$ cat config.mk
export PLATFORM = sky130hd
export DESIGN_NAME = eeprom_loader
export DESIGN_NICKNAME = d
export VERILOG_FILES = /design/src/rtl/eeld_pkg.sv /design/src/rtl/eeld_serial.sv /design/src/rtl/eeld_cache.sv /design/src/rtl/eeprom_loader.sv
export SDC_FILE = /design/constraint.sdc
export NUM_CORES = 1
export LEC_CHECK = 0
export ABC_AREA = 1
export BUFFER_PORTS_ARGS = -buffer_cell sky130_fd_sc_hd__buf_2
export CAP_MARGIN = 30
export CORE_ASPECT_RATIO = 1.1
export CORE_MARGIN = 1
export CORE_UTILIZATION = 67
export DETAILED_ROUTE_END_ITERATION = 8
export GPL_TIMING_DRIVEN = 0
export PLACE_DENSITY = 0.87
export SYNTH_ARGS = -nofsm -noshare
export SYNTH_HDL_FRONTEND = slang
export SYNTH_SLANG_ARGS = --single-unit
$ cat constraint.sdc
create_clock -name clk -period 3.2 [get_ports clk]
set_input_delay 0.16 -clock clk [delete_from_list [all_inputs] [get_ports clk]]
set_output_delay 0.16 -clock clk [all_outputs]
set_load 0.03 [all_outputs]
$ cat src/rtl/eeld_pkg.sv
package eeld_pkg;

  // Serial engine phases
  typedef enum logic [2:0] {
    PH_IDLE, PH_SEL, PH_LEAD, PH_LO, PH_HI, PH_TAIL, PH_REL
  } ph_t;

  // Sequencer states
  typedef enum logic [2:0] {
    SQ_BOOT, SQ_IDLE, SQ_PROBE, SQ_PWAIT, SQ_READ, SQ_RWAIT, SQ_FIN
  } sq_t;

  // Start bit followed by the two-bit read opcode
  localparam logic [2:0] RD_OP = 3'b110;

endpackage

$ cat src/rtl/eeld_serial.sv
module eeld_serial
  import eeld_pkg::*;
#(
  parameter int HALF  = 400,
  parameter int FRAME = 28
) (
  input  logic             clk,
  input  logic             rst_n,
  input  logic             go,
  input  logic [FRAME-1:0] cmd,
  input  logic             ee_do,
  output logic             ee_cs,
  output logic             ee_sk,
  output logic             ee_di,
  output logic [FRAME-1:0] res,
  output logic             fin
);

  localparam int TW = (HALF > 2) ? $clog2(HALF) : 1;
  localparam int SW = $clog2(FRAME);
  localparam logic [TW-1:0] TICK_END = TW'(HALF - 1);
  localparam logic [SW-1:0] SLOT_END = SW'(FRAME - 1);

  ph_t              ph_q, ph_n;
  logic [TW-1:0]    tick_q, tick_n;
  logic [SW-1:0]    slot_q, slot_n;
  logic [FRAME-1:0] sh_q, sh_n, res_q, res_n;
  logic             cs_q, cs_n, sk_q, sk_n, di_q, di_n, fin_q, fin_n;
  logic             tick_end;

  assign tick_end = (tick_q == TICK_END);

  always_comb begin
    ph_n   = ph_q;
    tick_n = tick_q;
    slot_n = slot_q;
    sh_n   = sh_q;
    res_n  = res_q;
    fin_n  = 1'b0;
    if (ph_q == PH_IDLE) begin
      tick_n = '0;
      if (go) begin
        ph_n  = PH_SEL;
        sh_n  = cmd;
        res_n = '0;
      end
    end else if (!tick_end) begin
      tick_n = tick_q + 1'b1;
    end else begin
      tick_n = '0;
      case (ph_q)
        PH_SEL:  ph_n = PH_LEAD;
        PH_LEAD: begin
          ph_n   = PH_LO;
          slot_n = '0;
        end
        PH_LO:   ph_n = PH_HI;
        PH_HI: begin
          res_n = {res_q[FRAME-2:0], ee_do};
          sh_n  = {sh_q[FRAME-2:0], 1'b0};
          if (slot_q == SLOT_END) begin
            ph_n = PH_TAIL;
          end else begin
            slot_n = slot_q + 1'b1;
            ph_n   = PH_LO;
          end
        end
        PH_TAIL: ph_n = PH_REL;
        PH_REL: begin
          ph_n  = PH_IDLE;
          fin_n = 1'b1;
        end
        default: ph_n = PH_IDLE;
      endcase
    end
    cs_n = (ph_n == PH_SEL) || (ph_n == PH_LEAD) || (ph_n == PH_LO) ||
           (ph_n == PH_HI) || (ph_n == PH_TAIL);
    sk_n = (ph_n == PH_LEAD) || (ph_n == PH_HI);
    di_n = ((ph_n == PH_LO) || (ph_n == PH_HI)) ? sh_n[FRAME-1] : 1'b0;
  end

  always_ff @(posedge clk or negedge rst_n) begin
    if (!rst_n) begin
      ph_q   <= PH_IDLE;
      tick_q <= '0;
      slot_q <= '0;
      sh_q   <= '0;
      res_q  <= '0;
      cs_q   <= 1'b0;
      sk_q   <= 1'b0;
      di_q   <= 1'b0;
      fin_q  <= 1'b0;
    end else begin
      ph_q   <= ph_n;
      tick_q <= tick_n;
      slot_q <= slot_n;
      sh_q   <= sh_n;
      res_q  <= res_n;
      cs_q   <= cs_n;
      sk_q   <= sk_n;
      di_q   <= di_n;
      fin_q  <= fin_n;
    end
  end

  assign ee_cs = cs_q;
  assign ee_sk = sk_q;
  assign ee_di = di_q;
  assign res   = res_q;
  assign fin   = fin_q;

  // Checker state: cycles for which the shift clock has held its level
  logic          sk_d;
  logic [TW:0]   hold_q;
  always_ff @(posedge clk or negedge rst_n) begin
    if (!rst_n) begin
      sk_d   <= 1'b0;
      hold_q <= (TW+1)'(HALF);
    end else begin
      sk_d <= sk_q;
      if (sk_q != sk_d)                 hold_q <= (TW+1)'(1);
      else if (hold_q < (TW+1)'(HALF))  hold_q <= hold_q + 1'b1;
    end
  end

  a_r2_half_period: assert property (@(posedge clk) disable iff (!rst_n)
    !$stable(ee_sk) |-> hold_q >= (TW+1)'(HALF));
  a_r2_sk_inside_cs: assert property (@(posedge clk) disable iff (!rst_n)
    ee_sk |-> ee_cs);
  a_r2_di_steady: assert property (@(posedge clk) disable iff (!rst_n)
    (ee_sk && $past(ee_sk)) |-> $stable(ee_di));
  a_r10_cs_after_sk_low: assert property (@(posedge clk) disable iff (!rst_n)
    $fell(ee_cs) |-> (!ee_sk && !$past(ee_sk)));

endmodule

$ cat src/rtl/eeld_cache.sv
module eeld_cache #(
  parameter int DEPTH = 16,
  parameter int DW    = 16,
  localparam int AW   = $clog2(DEPTH)
) (
  input  logic          clk,
  input  logic          rst_n,
  input  logic          we,
  input  logic [AW-1:0] waddr,
  input  logic [DW-1:0] wdata,
  input  logic [AW-1:0] raddr,
  output logic [DW-1:0] rdata,
  output logic [47:0]   mac
);

  logic [DW-1:0] mem_q [DEPTH];

  always_ff @(posedge clk or negedge rst_n) begin
    if (!rst_n) begin
      for (int i = 0; i < DEPTH; i++) mem_q[i] <= '0;
    end else begin
      for (int i = 0; i < DEPTH; i++) begin
        if (we && (waddr == AW'(i))) mem_q[i] <= wdata;
      end
    end
  end

  assign rdata = mem_q[raddr];

  // Station address: three words, low byte of each first
  for (genvar g = 0; g < 3; g++) begin : g_mac
    assign mac[47-16*g -: 8] = mem_q[g][7:0];
    assign mac[39-16*g -: 8] = mem_q[g][15:8];
  end

endmodule

$ cat src/rtl/eeprom_loader.sv
module eeprom_loader
  import eeld_pkg::*;
#(
  parameter int          HALF        = 400,
  parameter int          SMALL_AW    = 6,
  parameter int          BIG_AW      = 8,
  parameter int          DW          = 16,
  parameter int          CACHE_WORDS = 16,
  parameter logic [15:0] MAGIC       = 16'hBABA
) (
  input  logic        clk,
  input  logic        rst_n,
  input  logic        start,
  input  logic        ee_do,
  output logic        ee_cs,
  output logic        ee_sk,
  output logic        ee_di,
  output logic        busy,
  output logic        done,
  output logic        big_part,
  output logic        sum_ok,
  output logic [47:0] station_addr,
  input  logic [3:0]  rd_addr,
  output logic [15:0] rd_data
);

  localparam int FRAME     = 1 + 3 + BIG_AW + DW;
  localparam int SMALL_PAD = FRAME - 3 - SMALL_AW - DW;
  localparam int CAW       = $clog2(CACHE_WORDS);
  localparam logic [BIG_AW-1:0] BIG_LAST   = '1;
  localparam logic [BIG_AW-1:0] SMALL_LAST = BIG_AW'((1 << SMALL_AW) - 1);
  localparam logic [FRAME-1:0]  PROBE_CMD  = {1'b0, RD_OP, {BIG_AW{1'b0}}, {DW{1'b0}}};

  sq_t               sq_q, sq_n;
  logic [BIG_AW-1:0] addr_q, addr_n;
  logic [DW-1:0]     sum_q, sum_n;
  logic              big_q, big_n, ok_q, ok_n, done_q, done_n;
  logic              go, fin, cache_we;
  logic [FRAME-1:0]  cmd, res;
  logic [BIG_AW-1:0] last_addr;

  assign last_addr = big_q ? BIG_LAST : SMALL_LAST;

  always_comb begin
    sq_n   = sq_q;
    addr_n = addr_q;
    sum_n  = sum_q;
    big_n  = big_q;
    ok_n   = ok_q;
    done_n = 1'b0;
    go     = 1'b0;
    cmd    = PROBE_CMD;
    case (sq_q)
      SQ_BOOT: sq_n = SQ_PROBE;
      SQ_IDLE: begin
        if (start) begin
          sq_n = SQ_PROBE;
          ok_n = 1'b0;
        end
      end
      SQ_PROBE: begin
        go     = 1'b1;
        sum_n  = '0;
        addr_n = '0;
        sq_n   = SQ_PWAIT;
      end
      SQ_PWAIT: begin
        if (fin) begin
          big_n = &res[FRAME-1:DW+1];
          sq_n  = SQ_READ;
        end
      end
      SQ_READ: begin
        go   = 1'b1;
        cmd  = big_q ? {1'b0, RD_OP, addr_q, {DW{1'b0}}}
                     : {{SMALL_PAD{1'b0}}, RD_OP, addr_q[SMALL_AW-1:0], {DW{1'b0}}};
        sq_n = SQ_RWAIT;
      end
      SQ_RWAIT: begin
        if (fin) begin
          sum_n = sum_q + res[DW-1:0];
          if (addr_q == last_addr) begin
            sq_n = SQ_FIN;
          end else begin
            addr_n = addr_q + 1'b1;
            sq_n   = SQ_READ;
          end
        end
      end
      SQ_FIN: begin
        ok_n   = (sum_q == MAGIC);
        done_n = 1'b1;
        sq_n   = SQ_IDLE;
      end
      default: sq_n = SQ_IDLE;
    endcase
  end

  always_ff @(posedge clk or negedge rst_n) begin
    if (!rst_n) begin
      sq_q   <= SQ_BOOT;
      addr_q <= '0;
      sum_q  <= '0;
      big_q  <= 1'b0;
      ok_q   <= 1'b0;
      done_q <= 1'b0;
    end else begin
      sq_q   <= sq_n;
      addr_q <= addr_n;
      sum_q  <= sum_n;
      big_q  <= big_n;
      ok_q   <= ok_n;
      done_q <= done_n;
    end
  end

  assign cache_we = (sq_q == SQ_RWAIT) && fin &&
                    ({1'b0, addr_q} < (BIG_AW+1)'(CACHE_WORDS));

  eeld_serial #(.HALF(HALF), .FRAME(FRAME)) u_serial (
    .clk   (clk),
    .rst_n (rst_n),
    .go    (go),
    .cmd   (cmd),
    .ee_do (ee_do),
    .ee_cs (ee_cs),
    .ee_sk (ee_sk),
    .ee_di (ee_di),
    .res   (res),
    .fin   (fin)
  );

  eeld_cache #(.DEPTH(CACHE_WORDS), .DW(DW)) u_cache (
    .clk   (clk),
    .rst_n (rst_n),
    .we    (cache_we),
    .waddr (addr_q[CAW-1:0]),
    .wdata (res[DW-1:0]),
    .raddr (rd_addr),
    .rdata (rd_data),
    .mac   (station_addr)
  );

  assign busy     = (sq_q != SQ_IDLE);
  assign done     = done_q;
  assign big_part = big_q;
  assign sum_ok   = ok_q;

  a_r1_done_not_busy: assert property (@(posedge clk) disable iff (!rst_n)
    done |-> !busy);
  a_r1_start_takes: assert property (@(posedge clk) disable iff (!rst_n)
    (start && !busy) |=> busy);
  a_r7_flag_with_done: assert property (@(posedge clk) disable iff (!rst_n)
    $rose(sum_ok) |-> done);
  a_r5_size_moves_in_run: assert property (@(posedge clk) disable iff (!rst_n)
    !$stable(big_part) |-> busy);
  a_r6_fin_when_waiting: assert property (@(posedge clk) disable iff (!rst_n)
    fin |-> (sq_q == SQ_PWAIT || sq_q == SQ_RWAIT));
  a_r4_dummy_zero: assert property (@(posedge clk) disable iff (!rst_n)
    (fin && sq_q == SQ_RWAIT) |-> !res[DW]);

endmodule

==> load_flow_metrics.sql <==
INSERT INTO impl_metrics (metric_group, metric, value, unit) VALUES
('drt', 'wl_per_cell', '22.2', 'µm'),
('clock_network', 'path_clk_slew', '0.06', 'ns'),
('final_layout', 'final_nets', '2342', ''),
('floorplan', 'die_height', '173', 'µm'),
('drt', 'drtIter0Drc', '2135', ''),
('clock_network', 'clk_latency', '0.53', 'ns'),
('critical_path', 'peak_fanout_along_the_critical_path', '10', ''),
('final_layout', 'drive_gt1_frac', '0.120', ''),
('placement', 'post-place-ws', '0.605', 'ns'),
('placement', 'place_inst', '2611', ''),
('yosys', 'mappedNetlistNets', '2210', ''),
('clock_network', 'cts_num_sinks', '362', ''),
('yosys', 'synth_seq_area_share', '0.507', ''),
('yosys', 'postSynthRegisterBits', '362', ''),
('sta', 'finalSetupViolations', '0', ''),
('floorplan', 'i_o_pin_count', '79', ''),
('sta', 'timing.final.max_slew_violations', '0', ''),
('drt', 'ant_nets', '0', ''),
('sta', 'hold-worst-slack', '0.127', 'ns'),
('status', 'run_status', 'completed', ''),
('power', 'power.leakage', '0.00951', 'µW'),
('min_path', 'holdCritPathClass', 'primary input to asynchronous set/reset pin', ''),
('yosys', 'synth_cells', '2178', ''),
('job', 'cap_viol_max_count', '0', ''),
('sta', 'postLayoutSetupSlackWorst', '0.117', 'ns'),
('critical_path', 'critical_path_required', '3.04', 'ns'),
('power', 'powerDensity', '518', 'nW/µm²'),
('critical_path', 'critical_path.startpoint_type', 'primary input', ''),
('global_routing', 'grt_antenna_before_repair', '4', ''),
('floorplan', 'die_area', '27300', 'µm²'),
('power', 'comb_pwr_share', '0.103', ''),
('yosys', 'synthesis.area', '17900', 'µm²'),
('global_routing', 'top_usage_layer', 'met2', ''),
('clock_network', 'ctsHtreeMaxLevel', '2', ''),
('global_routing', 'globalRouteOverflowTotal', '0', ''),
('global_routing', 'grt_use_met3', '0.184', ''),
('sta', 'finClkSkew', '0.0136', 'ns'),
('floorplan', 'initial_core_util', '0.684', ''),
('yosys', 'synth_largest_type_area_fraction', '0.507', ''),
('power', 'switching_share', '0.262', ''),
('sta', 'final-hold-violation-count', '0', ''),
('global_routing', 'globalRouteMet1Util', '0.538', ''),
('floorplan', 'fp-row-count', '62', ''),
('sta', 'relSlewSlack', '0.303', ''),
('critical_path', 'path_buf_inv', '4', ''),
('global_routing', 'wire_length_of_the_first_global_routing_pass', '93.0', 'mm'),
('critical_path', 'worst_r2r_startpoint', 'sq_q[1]', ''),
('placement', 'place.gp.congestion', '1.04', ''),
('clock_network', 'hold_fix_buffers_cts', '3', ''),
('power', 'power_frac_seq', '0.455', ''),
('power', 'cell_internal_pwr', '7740', 'µW'),
('clock_network', 'post_cts.repair.setup_buffers', '0', ''),
('sta', 'final.setup.tns', '0', 'ns'),
('sta', 'worst-slew-pin-transition', '1.03', 'ns'),
('final_layout', 'final-instance-count-excl-fill', '2690', ''),
('critical_path', 'worst_path_max_stage_delay', '0.74', 'ns'),
('placement', 'port-buffer-count', '76', ''),
('yosys', 'yosys_warnings', '0', ''),
('placement', 'dp.final_hpwl', '40.5', 'mm'),
('sta', 'final_min_period_over_clock_period', '0.963', ''),
('power', 'finalPower', '10500', 'µW'),
('power', 'clockPowerShare', '0.442', ''),
('floorplan', 'placeableCoreArea', '26100', 'µm²'),
('sta', 'max_freq', '324', 'MHz'),
('drt', 'drt-pass1-iter-count', '6', ''),
('drt', 'routed-via-count', '16635', ''),
('yosys', 'synth_largest_area_cell', 'sky130_fd_sc_hd__dfrtp_1', ''),
('final_layout', 'areaGrowthSynthToFinish', '13.3', '%'),
('final_layout', 'layout.filler_cells', '1828', ''),
('global_routing', 'via_count_of_the_first_global_routing_pass', '16270', ''),
('drt', 'detail_route.wirelength', '59.7', 'mm');
## cell type report
cell class	instances	area [µm²]	share of cell area
Sequential cell	362	9060	0.447
Multi-Input combinational cell	1327	6680	0.330
Inverter	313	1170	0.0580
Clock buffer	55	1100	0.0545
Buffer	176	965	0.0476
Timing Repair Buffer	93	642	0.0317
Tap cell	352	440	0.0217
Clock inverter	10	189	0.00932
Antenna cell	2	5.00	0.000247
## synth_stat cells
cell                         n
sky130_fd_sc_hd__nand2_1   472
sky130_fd_sc_hd__dfrtp_1   362
sky130_fd_sc_hd__inv_1     308
sky130_fd_sc_hd__o21ai_0   283
sky130_fd_sc_hd__a21oi_1   143
sky130_fd_sc_hd__o21ai_1   117
sky130_fd_sc_hd__buf_4      68
sky130_fd_sc_hd__clkbuf_1   68
sky130_fd_sc_hd__nor2_1     63
sky130_fd_sc_hd__nand3_1    43
sky130_fd_sc_hd__o211ai_1   38
sky130_fd_sc_hd__o22ai_1    34
sky130_fd_sc_hd__buf_2      33
sky130_fd_sc_hd__ha_1       23
sky130_fd_sc_hd__o221ai_1   22
sky130_fd_sc_hd__nand4_1    16
sky130_fd_sc_hd__nor3_1     11
sky130_fd_sc_hd__mux2i_1    10
sky130_fd_sc_hd__nor3_4     10
sky130_fd_sc_hd__buf_1       6
sky130_fd_sc_hd__xor2_1      6
sky130_fd_sc_hd__nand2_2     5
sky130_fd_sc_hd__nand3b_1    5
sky130_fd_sc_hd__inv_2       4
sky130_fd_sc_hd__nor3_2      3
sky130_fd_sc_hd__nor3b_1     3
sky130_fd_sc_hd__or2_2       3
sky130_fd_sc_hd__a31oi_1     2
sky130_fd_sc_hd__nor2_2      2
sky130_fd_sc_hd__nor4_1      2
sky130_fd_sc_hd__nor4_2      2
sky130_fd_sc_hd__o21a_1      2
sky130_fd_sc_hd__a32oi_1     1
sky130_fd_sc_hd__and2_1      1
sky130_fd_sc_hd__buf_6       1
sky130_fd_sc_hd__clkinv_1    1
sky130_fd_sc_hd__fa_1        1
sky130_fd_sc_hd__nand3_2     1
sky130_fd_sc_hd__nor2_4      1
sky130_fd_sc_hd__o41ai_1     1
sky130_fd_sc_hd__xnor2_1     1
## how the worst max path moves through the flow
stage,from,endpoint,slack [ns],cells past startpoint
after CTS,rd_addr[1],rd_data[9],0.59,9
after global routing,rd_addr[1],rd_data[1],0.07,8
after global placement,rst_n,u_serial.ph_q[2],-4.84,1
after floorplan,big_part,addr_q[3],1.48,7
after detailed placement,rd_addr[1],rd_data[1],0.60,8
final,rd_addr[1],rd_data[9],0.12,9
## sequential cells by signal (all words and copies together), names as in the netlist, 5 cells and up
name,count
u_cache.mem_q,208
u_cache.mac,48
u_serial.res,28
u_serial.sh_q,27
sum_q,16
u_serial.tick_q,9
addr_q,8
u_serial.slot_q,5
## per-layer routing
layer | routed length (µm) | share of wire
met2 | 26500 | 0.44
met1 | 20700 | 0.35
met5 | 25 | 0.00042
met4 | 5530 | 0.093
met3 | 6920 | 0.12
## power by group through the flow
| stage | Combinational [µW] | Clock [µW] | Sequential, µW |
|---|---|---|---|
| final | 1080 | 4640 | 4780 |
| after global routing | 1170 | 4780 | 4780 |
| after CTS | 1050 | 4600 | 4770 |
| after detailed placement | 1040 | 0 | 4860 |
| after global placement | 1000 | 0 | 4850 |
| after floorplan | 629 | 0 | 4850 |
## logic make-up after synthesis
| family | count (synthesis) | share of synthesized area |
|---|---|---|
| adders and majority gates | 24 | 0.0172 |
| xor gates and xnor gates | 7 | 0.00343 |
| and+or+nand+nor | 643 | 0.154 |
| muxes | 10 | 0.00560 |
| AOI/OAI and AO/OA | 643 | 0.193 |
| buffers and inverters | 489 | 0.120 |
| DFF | 362 | 0.507 |
## through the flow
step,cell area (µm²),utilization
after CTS,20100,0.771
after global placement,18700,0.715
after detailed placement,18800,0.720
after global routing,20300,0.775
after floorplan,17900,-
final,20300,0.775
No activity file was read; power rests on OpenSTA's default activity.
